[src/rtl/cstate_pkg.sv]
package cstate_pkg;

  typedef enum logic [1:0] {
    LV_C0 = 2'd0,
    LV_C1 = 2'd1,
    LV_C3 = 2'd2,
    LV_C6 = 2'd3
  } lvl_e;

  typedef enum logic [3:0] {
    ST_RUN,
    ST_HALT,
    ST_FLUSH,
    ST_C3,
    ST_SAVE,
    ST_PGOFF,
    ST_C6,
    ST_PGON,
    ST_SETTLE,
    ST_RESTORE,
    ST_CLKON
  } seq_st_e;

  typedef struct packed {
    logic pipe_stop;
    logic clk_main;
    logic clk_rest;
    logic flush;
    logic save;
    logic restore;
    logic pg_off;
    logic snoop;
  } ctl_t;

  function automatic ctl_t ctl_of(seq_st_e s);
    ctl_t c;
    c = '{pipe_stop: 1'b1, clk_main: 1'b0, clk_rest: 1'b0, flush: 1'b0,
          save: 1'b0, restore: 1'b0, pg_off: 1'b0, snoop: 1'b0};
    case (s)
      ST_RUN: begin
        c.pipe_stop = 1'b0;
        c.clk_main  = 1'b1;
        c.clk_rest  = 1'b1;
        c.snoop     = 1'b1;
      end
      ST_HALT, ST_CLKON: begin
        c.clk_rest = 1'b1;
        c.snoop    = 1'b1;
      end
      ST_FLUSH: begin
        c.clk_rest = 1'b1;
        c.snoop    = 1'b1;
        c.flush    = 1'b1;
      end
      ST_SAVE:          c.save    = 1'b1;
      ST_PGOFF, ST_C6:  c.pg_off  = 1'b1;
      ST_RESTORE:       c.restore = 1'b1;
      default: ;
    endcase
    return c;
  endfunction

endpackage

[src/rtl/cstate_rst_sync.sv]
module cstate_rst_sync #(
  parameter int STAGES = 2
) (
  input  logic clk,
  input  logic rst_n,
  output logic rst_q_n
);
  logic [STAGES-1:0] shift_q;

  always_ff @(posedge clk or negedge rst_n) begin
    if (!rst_n) shift_q <= '0;
    else        shift_q <= {shift_q[STAGES-2:0], 1'b1};
  end

  assign rst_q_n = shift_q[STAGES-1];
endmodule

[src/rtl/cstate_lvl_map.sv]
module cstate_lvl_map
  import cstate_pkg::*;
#(
  parameter int LVL_W  = 3,
  parameter bit C6_EN  = 1'b1
) (
  input  logic [LVL_W-1:0] arg,
  output lvl_e             lvl
);
  lvl_e deep_lvl;

  generate
    if (C6_EN) begin : g_deep_c6
      assign deep_lvl = LV_C6;
    end else begin : g_deep_c3
      assign deep_lvl = LV_C3;
    end
  endgenerate

  always_comb begin
    if (arg >= LVL_W'(6))      lvl = deep_lvl;
    else if (arg >= LVL_W'(3)) lvl = LV_C3;
    else if (arg != '0)        lvl = LV_C1;
    else                       lvl = LV_C0;
  end
endmodule

[src/rtl/cstate_settle.sv]
module cstate_settle #(
  parameter int SETTLE_CYC = 8
) (
  input  logic clk,
  input  logic rst_n,
  input  logic load,
  input  logic run,
  output logic done
);
  localparam int CW = (SETTLE_CYC > 1) ? $clog2(SETTLE_CYC) : 1;

  logic [CW-1:0] cnt_q, cnt_d;
  logic          cnt_en;

  assign done   = (cnt_q == '0);
  assign cnt_en = load | (run & ~done);

  always_comb begin
    if (load) cnt_d = CW'(SETTLE_CYC - 1);
    else      cnt_d = cnt_q - CW'(1);
  end

  always_ff @(posedge clk or negedge rst_n) begin
    if (!rst_n)      cnt_q <= '0;
    else if (cnt_en) cnt_q <= cnt_d;
  end
endmodule

[src/rtl/cstate_fsm.sv]
module cstate_fsm
  import cstate_pkg::*;
(
  input  logic    clk,
  input  logic    rst_n,
  input  logic    req_vld,
  input  lvl_e    req_lvl,
  input  logic    wake,
  input  logic    flush_ack,
  input  logic    ctx_ack,
  input  logic    pg_ack,
  input  logic    settle_done,
  output seq_st_e state,
  output logic    settle_load,
  output logic    settle_run
);
  seq_st_e st_q, st_d;
  lvl_e    tgt_q;
  logic    tgt_en;
  logic    wpend_q, wpend_d;
  logic    wake_any;

  assign wake_any = wake | wpend_q;
  assign wpend_d  = (st_q != ST_RUN) & wake_any;
  assign tgt_en   = (st_q == ST_RUN) & req_vld & ~wake & (req_lvl != LV_C0);

  always_comb begin
    st_d = st_q;
    case (st_q)
      ST_RUN:     if (tgt_en) st_d = ST_HALT;
      ST_HALT: begin
        if (wake_any)              st_d = ST_RUN;
        else if (tgt_q != LV_C1)   st_d = ST_FLUSH;
      end
      ST_FLUSH:   if (flush_ack) st_d = wake_any ? ST_CLKON : ST_C3;
      ST_C3: begin
        if (wake_any)              st_d = ST_CLKON;
        else if (tgt_q == LV_C6)   st_d = ST_SAVE;
      end
      ST_SAVE:    if (ctx_ack)   st_d = wake_any ? ST_CLKON : ST_PGOFF;
      ST_PGOFF:   if (pg_ack)    st_d = wake_any ? ST_PGON : ST_C6;
      ST_C6:      if (wake_any)  st_d = ST_PGON;
      ST_PGON:    if (pg_ack)    st_d = ST_SETTLE;
      ST_SETTLE:  if (settle_done) st_d = ST_RESTORE;
      ST_RESTORE: if (ctx_ack)   st_d = ST_CLKON;
      ST_CLKON:   st_d = ST_RUN;
      default:    st_d = ST_RUN;
    endcase
  end

  always_ff @(posedge clk or negedge rst_n) begin
    if (!rst_n) begin
      st_q    <= ST_RUN;
      wpend_q <= 1'b0;
    end else begin
      st_q    <= st_d;
      wpend_q <= wpend_d;
    end
  end

  always_ff @(posedge clk or negedge rst_n) begin
    if (!rst_n)      tgt_q <= LV_C0;
    else if (tgt_en) tgt_q <= req_lvl;
  end

  assign state       = st_q;
  assign settle_load = (st_q == ST_PGON) & pg_ack;
  assign settle_run  = (st_q == ST_SETTLE);
endmodule

[src/rtl/cstate_seq.sv]
module cstate_seq
  import cstate_pkg::*;
#(
  parameter int LVL_W      = 3,
  parameter bit C6_EN      = 1'b1,
  parameter int SETTLE_CYC = 8,
  parameter int SYNC_STAGES = 2
) (
  input  logic             clk,
  input  logic             rst_n,
  input  logic             req_vld,
  input  logic [LVL_W-1:0] req_lvl,
  input  logic             wake,
  input  logic             flush_ack,
  input  logic             ctx_ack,
  input  logic             pg_ack,
  output logic             pipe_stop,
  output logic             clk_main_en,
  output logic             clk_rest_en,
  output logic             flush_req,
  output logic             save_req,
  output logic             restore_req,
  output logic             pg_off,
  output logic             snoop_en
);
  logic    rst_q_n;
  lvl_e    lvl_m;
  seq_st_e st;
  logic    s_load, s_run, s_done;
  ctl_t    ctl;

  cstate_rst_sync #(.STAGES(SYNC_STAGES)) i_rst (
    .clk(clk), .rst_n(rst_n), .rst_q_n(rst_q_n)
  );

  cstate_lvl_map #(.LVL_W(LVL_W), .C6_EN(C6_EN)) i_map (
    .arg(req_lvl), .lvl(lvl_m)
  );

  cstate_settle #(.SETTLE_CYC(SETTLE_CYC)) i_settle (
    .clk(clk), .rst_n(rst_q_n), .load(s_load), .run(s_run), .done(s_done)
  );

  cstate_fsm i_fsm (
    .clk(clk), .rst_n(rst_q_n), .req_vld(req_vld), .req_lvl(lvl_m),
    .wake(wake), .flush_ack(flush_ack), .ctx_ack(ctx_ack), .pg_ack(pg_ack),
    .settle_done(s_done), .state(st), .settle_load(s_load), .settle_run(s_run)
  );

  always_comb ctl = ctl_of(st);

  assign pipe_stop   = ctl.pipe_stop;
  assign clk_main_en = ctl.clk_main;
  assign clk_rest_en = ctl.clk_rest;
  assign flush_req   = ctl.flush;
  assign save_req    = ctl.save;
  assign restore_req = ctl.restore;
  assign pg_off      = ctl.pg_off;
  assign snoop_en    = ctl.snoop;
endmodule

[config.mk]
export PLATFORM = sky130hd
export DESIGN_NAME = cstate_seq
export DESIGN_NICKNAME = d
export VERILOG_FILES = /design/src/rtl/cstate_pkg.sv /design/src/rtl/cstate_rst_sync.sv /design/src/rtl/cstate_lvl_map.sv /design/src/rtl/cstate_settle.sv /design/src/rtl/cstate_fsm.sv /design/src/rtl/cstate_seq.sv
export SDC_FILE = /design/constraint.sdc
export NUM_CORES = 1
export LEC_CHECK = 0
export CAP_MARGIN = 20
export CELL_PAD_IN_SITES_DETAIL_PLACEMENT = 1
export CELL_PAD_IN_SITES_GLOBAL_PLACEMENT = 1
export CORE_UTILIZATION = 37
export DETAILED_ROUTE_END_ITERATION = 12
export GPL_TIMING_DRIVEN = 0
export PLACE_DENSITY = 0.83
export SYNTH_ARGS = -nofsm -noshare
export SYNTH_HDL_FRONTEND = slang
export SYNTH_SLANG_ARGS = --single-unit
[constraint.sdc]
create_clock -name clk -period 3 [get_ports clk]
set_input_delay 0.6 -clock clk [delete_from_list [all_inputs] [get_ports clk]]
set_output_delay 0.6 -clock clk [all_outputs]
set_load 0.02 [all_outputs]
=== Yosys cells after proc, flatten, opt, wreduce, memory -nomap -nowiden ===
Cells that the tools add are included.
Widths: inputs -> output; s select.

* Output and inout port bits: 8
* Logic and storage cells: 74
* Flip-flop bits (word level): 12
* Input bits: 10

* Bitwise gates (word level): 10
* Muxes and demuxes: 26
* $lt $le $gt $ge: 2
* Reductions and logical operators: 8
* Add/subtract/negate cells: 1
* Equal/unequal tests: 22

{| class="wikitable"
|+ Operators by type and width
! kind !! number
|-
| $mux 4 || 14
|-
| $pmux 4 s10 || 1
|-
| $eq 4x3->1 const B || 4
|-
| $eq 4x4->1 const B || 3
|-
| $ne 2x2->1 const B || 6
|-
| $reduce_and 10->1 || 1
|-
| $eq 4x2->1 const B || 2
|-
| $mux 1 || 7
|-
| $and 1x1->1 || 6
|-
| $mux 2 || 3
|-
| $ne 2x1->1 const B || 3
|-
| $ne 3x1->1 const B || 2
|-
| $eq 4x1->1 const B || 1
|-
| $logic_not 4->1 || 1
|-
| $reduce_bool 4->1 || 1
|-
| $reduce_or 4->1 || 1
|-
| $ge 3x2->1 const B || 1
|-
| $ge 3x3->1 const B || 1
|-
| $logic_not 3->1 || 1
|-
| $mux 3 || 1
|-
| $reduce_bool 3->1 || 1
|-
| $sub 3x1->3 const B || 1
|-
| $eq 2x2->1 const B || 1
|-
| $not 1->1 || 2
|-
| 3 further kinds || 4
|}

=== Logic depth before layout (Yosys ltp) ===
* Word-level depth: 8
* Mapped depth: 8
* Gate-level depth less buffers: 8

=== Modules after synthesis ===
From an unflattened synthesis, not the netlist that was laid out.

* Cell total of the unflattened synthesis: 98
* Area total of the unflattened synthesis: 925.9 µm²

{| class="wikitable"
|+ By module, submodules not included
! module !! cells each !! area each (µm²) !! instances
|-
| cstate_fsm || 64 || 570.5 || 1
|-
| cstate_settle || 17 || 183.9 || 1
|-
| cstate_seq || 11 || 78.8 || 1
|-
| cstate_rst_sync || 3 || 53.8 || 1
|-
| cstate_lvl_map || 3 || 38.8 || 1
|}

=== Worst setup path after synthesis ===
Ideal clock, no wire load.

* Kind: flip-flop to output port
* Start point: reg i_fsm.st_q[1], in the netlist i_fsm.state[1]
* End point: out snoop_en
* Data required time: 2,400 ps
* Setup slack: 668 ps
* Arrival time: 1,732 ps
* Stages on the path, launching flop included: 6
* Buffers on the path: 3
* Cell sequence: dfrtp_1 -> buf_2 -> clkbuf_1 -> and2_1 -> a211oi_1 -> buf_4

* Cells in the longest elaborated chain, start to end: 3
* Elaborated cells on any way between the ends: 6

{| class="wikitable"
|+ RTL lines
! item !! line !! text
|-
| start: declaration || cstate_fsm.sv:17 || <nowiki>seq_st_e st_q, st_d;</nowiki>
|-
| start signal: assignment || cstate_fsm.sv:56 || <nowiki>st_q <= st_d;</nowiki>
|-
| $eq 4x4->1 (tied with other cells) || - ||
|-
| $reduce_or 4->1 (no line) * || - ||
|-
| $mux 1 * || - ||
|-
| end: declaration || cstate_seq.sv:24 || <nowiki>output logic snoop_en</nowiki>
|}

Mark *: on every way between the ends. The rest lies on a longest branch, timed or not.

=== Worst setup path after layout ===
* Start point: reg i_fsm.st_q[1], in the netlist i_fsm.state[1]
* End point: out snoop_en

* Cells in the longest elaborated chain, start to end: 3
* Elaborated cells on any way between the ends: 6

{| class="wikitable"
|+ RTL lines
! item !! line !! text
|-
| $eq 4x4->1 (tied with other cells) || cstate_pkg.sv:39 || <nowiki>case (s)</nowiki>
|-
| $reduce_or 4->1 (no line) * || - ||
|-
| $mux 1 * || cstate_pkg.sv:39 ||
|}

Marked as above.

==> metrics.txt <==
status complete, no violations; wire per inst 13.8 µm; total power 1.20 mW; Synth Flop Type dfrtp_1; Achievable Freq 348 MHz; Vias/cell 5.40; total negative slack 0 ns; Critical Path RT 2.40 ns; final WL 2080 µm; crit path time final 2.87 ns; CTS tree done; Core ar. 2250 µm²; largest net degree at the start of global routing 11; Die Width 51.2 µm; Buf/Inv on CP 4; Final HPWL DP 1700 µm; Syn Area/Cell 8.77 µm²; RSZ-0062 raised after global routing false; Clock transition at path regs 0.07 ns; H-tree Lvls 1; CTS sink cnt 12; Initial Utilization 0.397; maximum VDD drop 592 µV; Nets 136; Yosys cell types 41; slowest CP cell clkdlybuf4s50_1; Routed Antenna Nets 0; synthesis warning total 0; via count 810; Iteration-0 DRC Markers 15; Slew HR 0.379; Worst EP arrival 2.27 ns; maxcap violations 0; vias in the first global route 810; # rows 17; total congestion overflow 0; DR DRC count 0; Port Buffers 17; crit end category output pin; gr usage total 0.186; Post-synth EDFFs 0; Synth area leaders dfrtp_1 34%, mux2_2 6.3%, a21oi_1 4.5%; top cells by count, synth 12 x dfrtp_1, 9 x inv_1, 9 x nand2_1; Num CTS Buffers 3; Boundary Pins 18; delay-heaviest family, CP buffers and inverters; first-pass GRT wire length 3590 µm; Root Driver clkbuf_4; routability cong. 0.836; Syn Std Cell Area 895 µm²; register bit total from synthesis 12; die area 2620 µm²; Setup CP Type flop to output pin; final setup violation count 0; Period Utilization, post-route 0.957; Net Count, Synth 114; Mapped Cells 102; Yosys top cell area share 0.336; Yosys top cell by area dfrtp_1; CTS resizes 0; Worst Max-Slew Pin Slew 0.924 ns; die height 51.2 µm; Setup crit start kind flop; clock skew 0.00683 ns; P&R area growth vs syn 25.5%; Final Hold Violating Endpoints 0; pwr/cell area 1070 nW/µm²; initial antenna violation count 0; ant diodes 0; Pre-antenna DRT Iters 4; Hold Crit Class flop to async pin; Hold-fix buffers, CTS 0; Async S/R FF share, synth 1.00; Final Max Tran Viols 0; share of cells above drive strength 1 0.164; Layout fillers 297; CTS max path bufs 2; sequential share of the synthesized area 0.336; setup bufs post-CTS 0; worst-path maximum fanout 10; Clock Latency Late Sink 0.26 ns; critical-path cell list buf_2 -> clkbuf_1 -> and2_1 -> a211oi_1 -> buf_4 -> clkdlybuf4s50_1; static leakage 0.459 nW; Max stage delay on crit path 0.58 ns; most frequent cell after synthesis dfrtp_1
registers in the layout, indices dropped and copies added (netlist names):
register        count
i_fsm.state         4
i_settle.cnt_q      3
i_fsm.tgt_q         2
i_rst.shift_q       2
i_fsm.wpend_q       1
placed cells by master (no fill, tap or decap), types with 2 or more instances in the layout:
master and n:
nand2_1 9, mux2_2 5, nand2b_1 2, nor2_1 7, ha_1 2, o22ai_1 2, a31oi_1 2, clkbuf_4 3
dfrtp_1 12, buf_2 2, a21oi_1 8, clkbuf_1 2, inv_1 9, clkdlybuf4s50_1 17, o21ai_0 7, buf_6 3
nor3b_1 3, nor3_1 2
final cells by class:
cell class / instances / area [µm²] / area share
timing repair buffer: 17 / 170 / 0.152
sequential: 12 / 300 / 0.268
inverter: 9 / 33.8 / 0.0301
clock buffer: 3 / 22.5 / 0.0201
multi-input combinational: 73 / 502 / 0.447
tap: 28 / 35.0 / 0.0312
buffer: 8 / 58.8 / 0.0524
worst register-to-register path: stages, from the launching register on:
cell and delay, ns:
dfrtp_1 0.40, inv_1 0.07, ha_1 0.14, ha_1 0.16, nor3b_1 0.07, o21ai_2 0.12
o31ai_2 0.10, a2111oi_4 0.49, mux2_2 0.40
layer usage:
metal	part of all wire	vias to the layer above	global-route usage
met5	0	-	0
met4	0	0	0.0417
met3	0.038	0	0.0179
met2	0.54	26	0.360
met1	0.42	380	0.217
li1	-	404	-
kinds of logic (layout without fill, tap and decap cells):
group,after synthesis,in the layout,share of synthesized area
buf+inv,17,37,0.103
fa+ha+maj,2,2,0.0280
simple gates,35,35,0.218
flops,12,12,0.336
mux,6,6,0.0741
other cells,1,1,0.00419
xor+xnor,1,1,0.00979
compound gates,28,28,0.227
power breakdown:
group | total, mW | internal, mW | switching, mW | leakage, nW
logic | 0.833 | 0.389 | 0.444 | 0.303
registers | 0.276 | 0.228 | 0.0481 | 0.143
clock network | 0.0917 | 0.0463 | 0.0454 | 0.0138
worst paths after layout:
| kind | startpoint | to | slack [ns] | depth (start not counted) |
|---|---|---|---|---|
| max | i_fsm.state[1] | snoop_en | 0.13 | 6 |
| min | i_rst.shift_q[1] | i_fsm.wpend_q | 0.14 | 0 |
| max reg2reg | i_settle.cnt_q[1] | i_fsm.state[0] | 0.93 | 8 |
| min reg2reg | i_rst.shift_q[1] | i_fsm.wpend_q | 0.14 | 0 |
| max in group asynchronous | rst_n | i_rst.shift_q[1] | 2.39 | 1 |
| min in group clk | i_rst.shift_q[0] | i_rst.shift_q[1] | 0.36 | 0 |
stage by stage:
stage | setup slack, ns | util | instances | instance area, µm² | hold WS [ns]
floorplan | 0.668 | - | 102 | 895 | 0.121
global placement | 0.466 | 0.488 | 147 | 1100 | 0.158
detailed placement | 0.406 | 0.488 | 147 | 1100 | 0.167
CTS | 0.118 | 0.498 | 150 | 1120 | 0.167
global route | 0.00691 | 0.498 | 150 | 1120 | 0.202
finish | 0.130 | 0.498 | 150 | 1120 | 0.145
(Power assumes the default switching activity.)
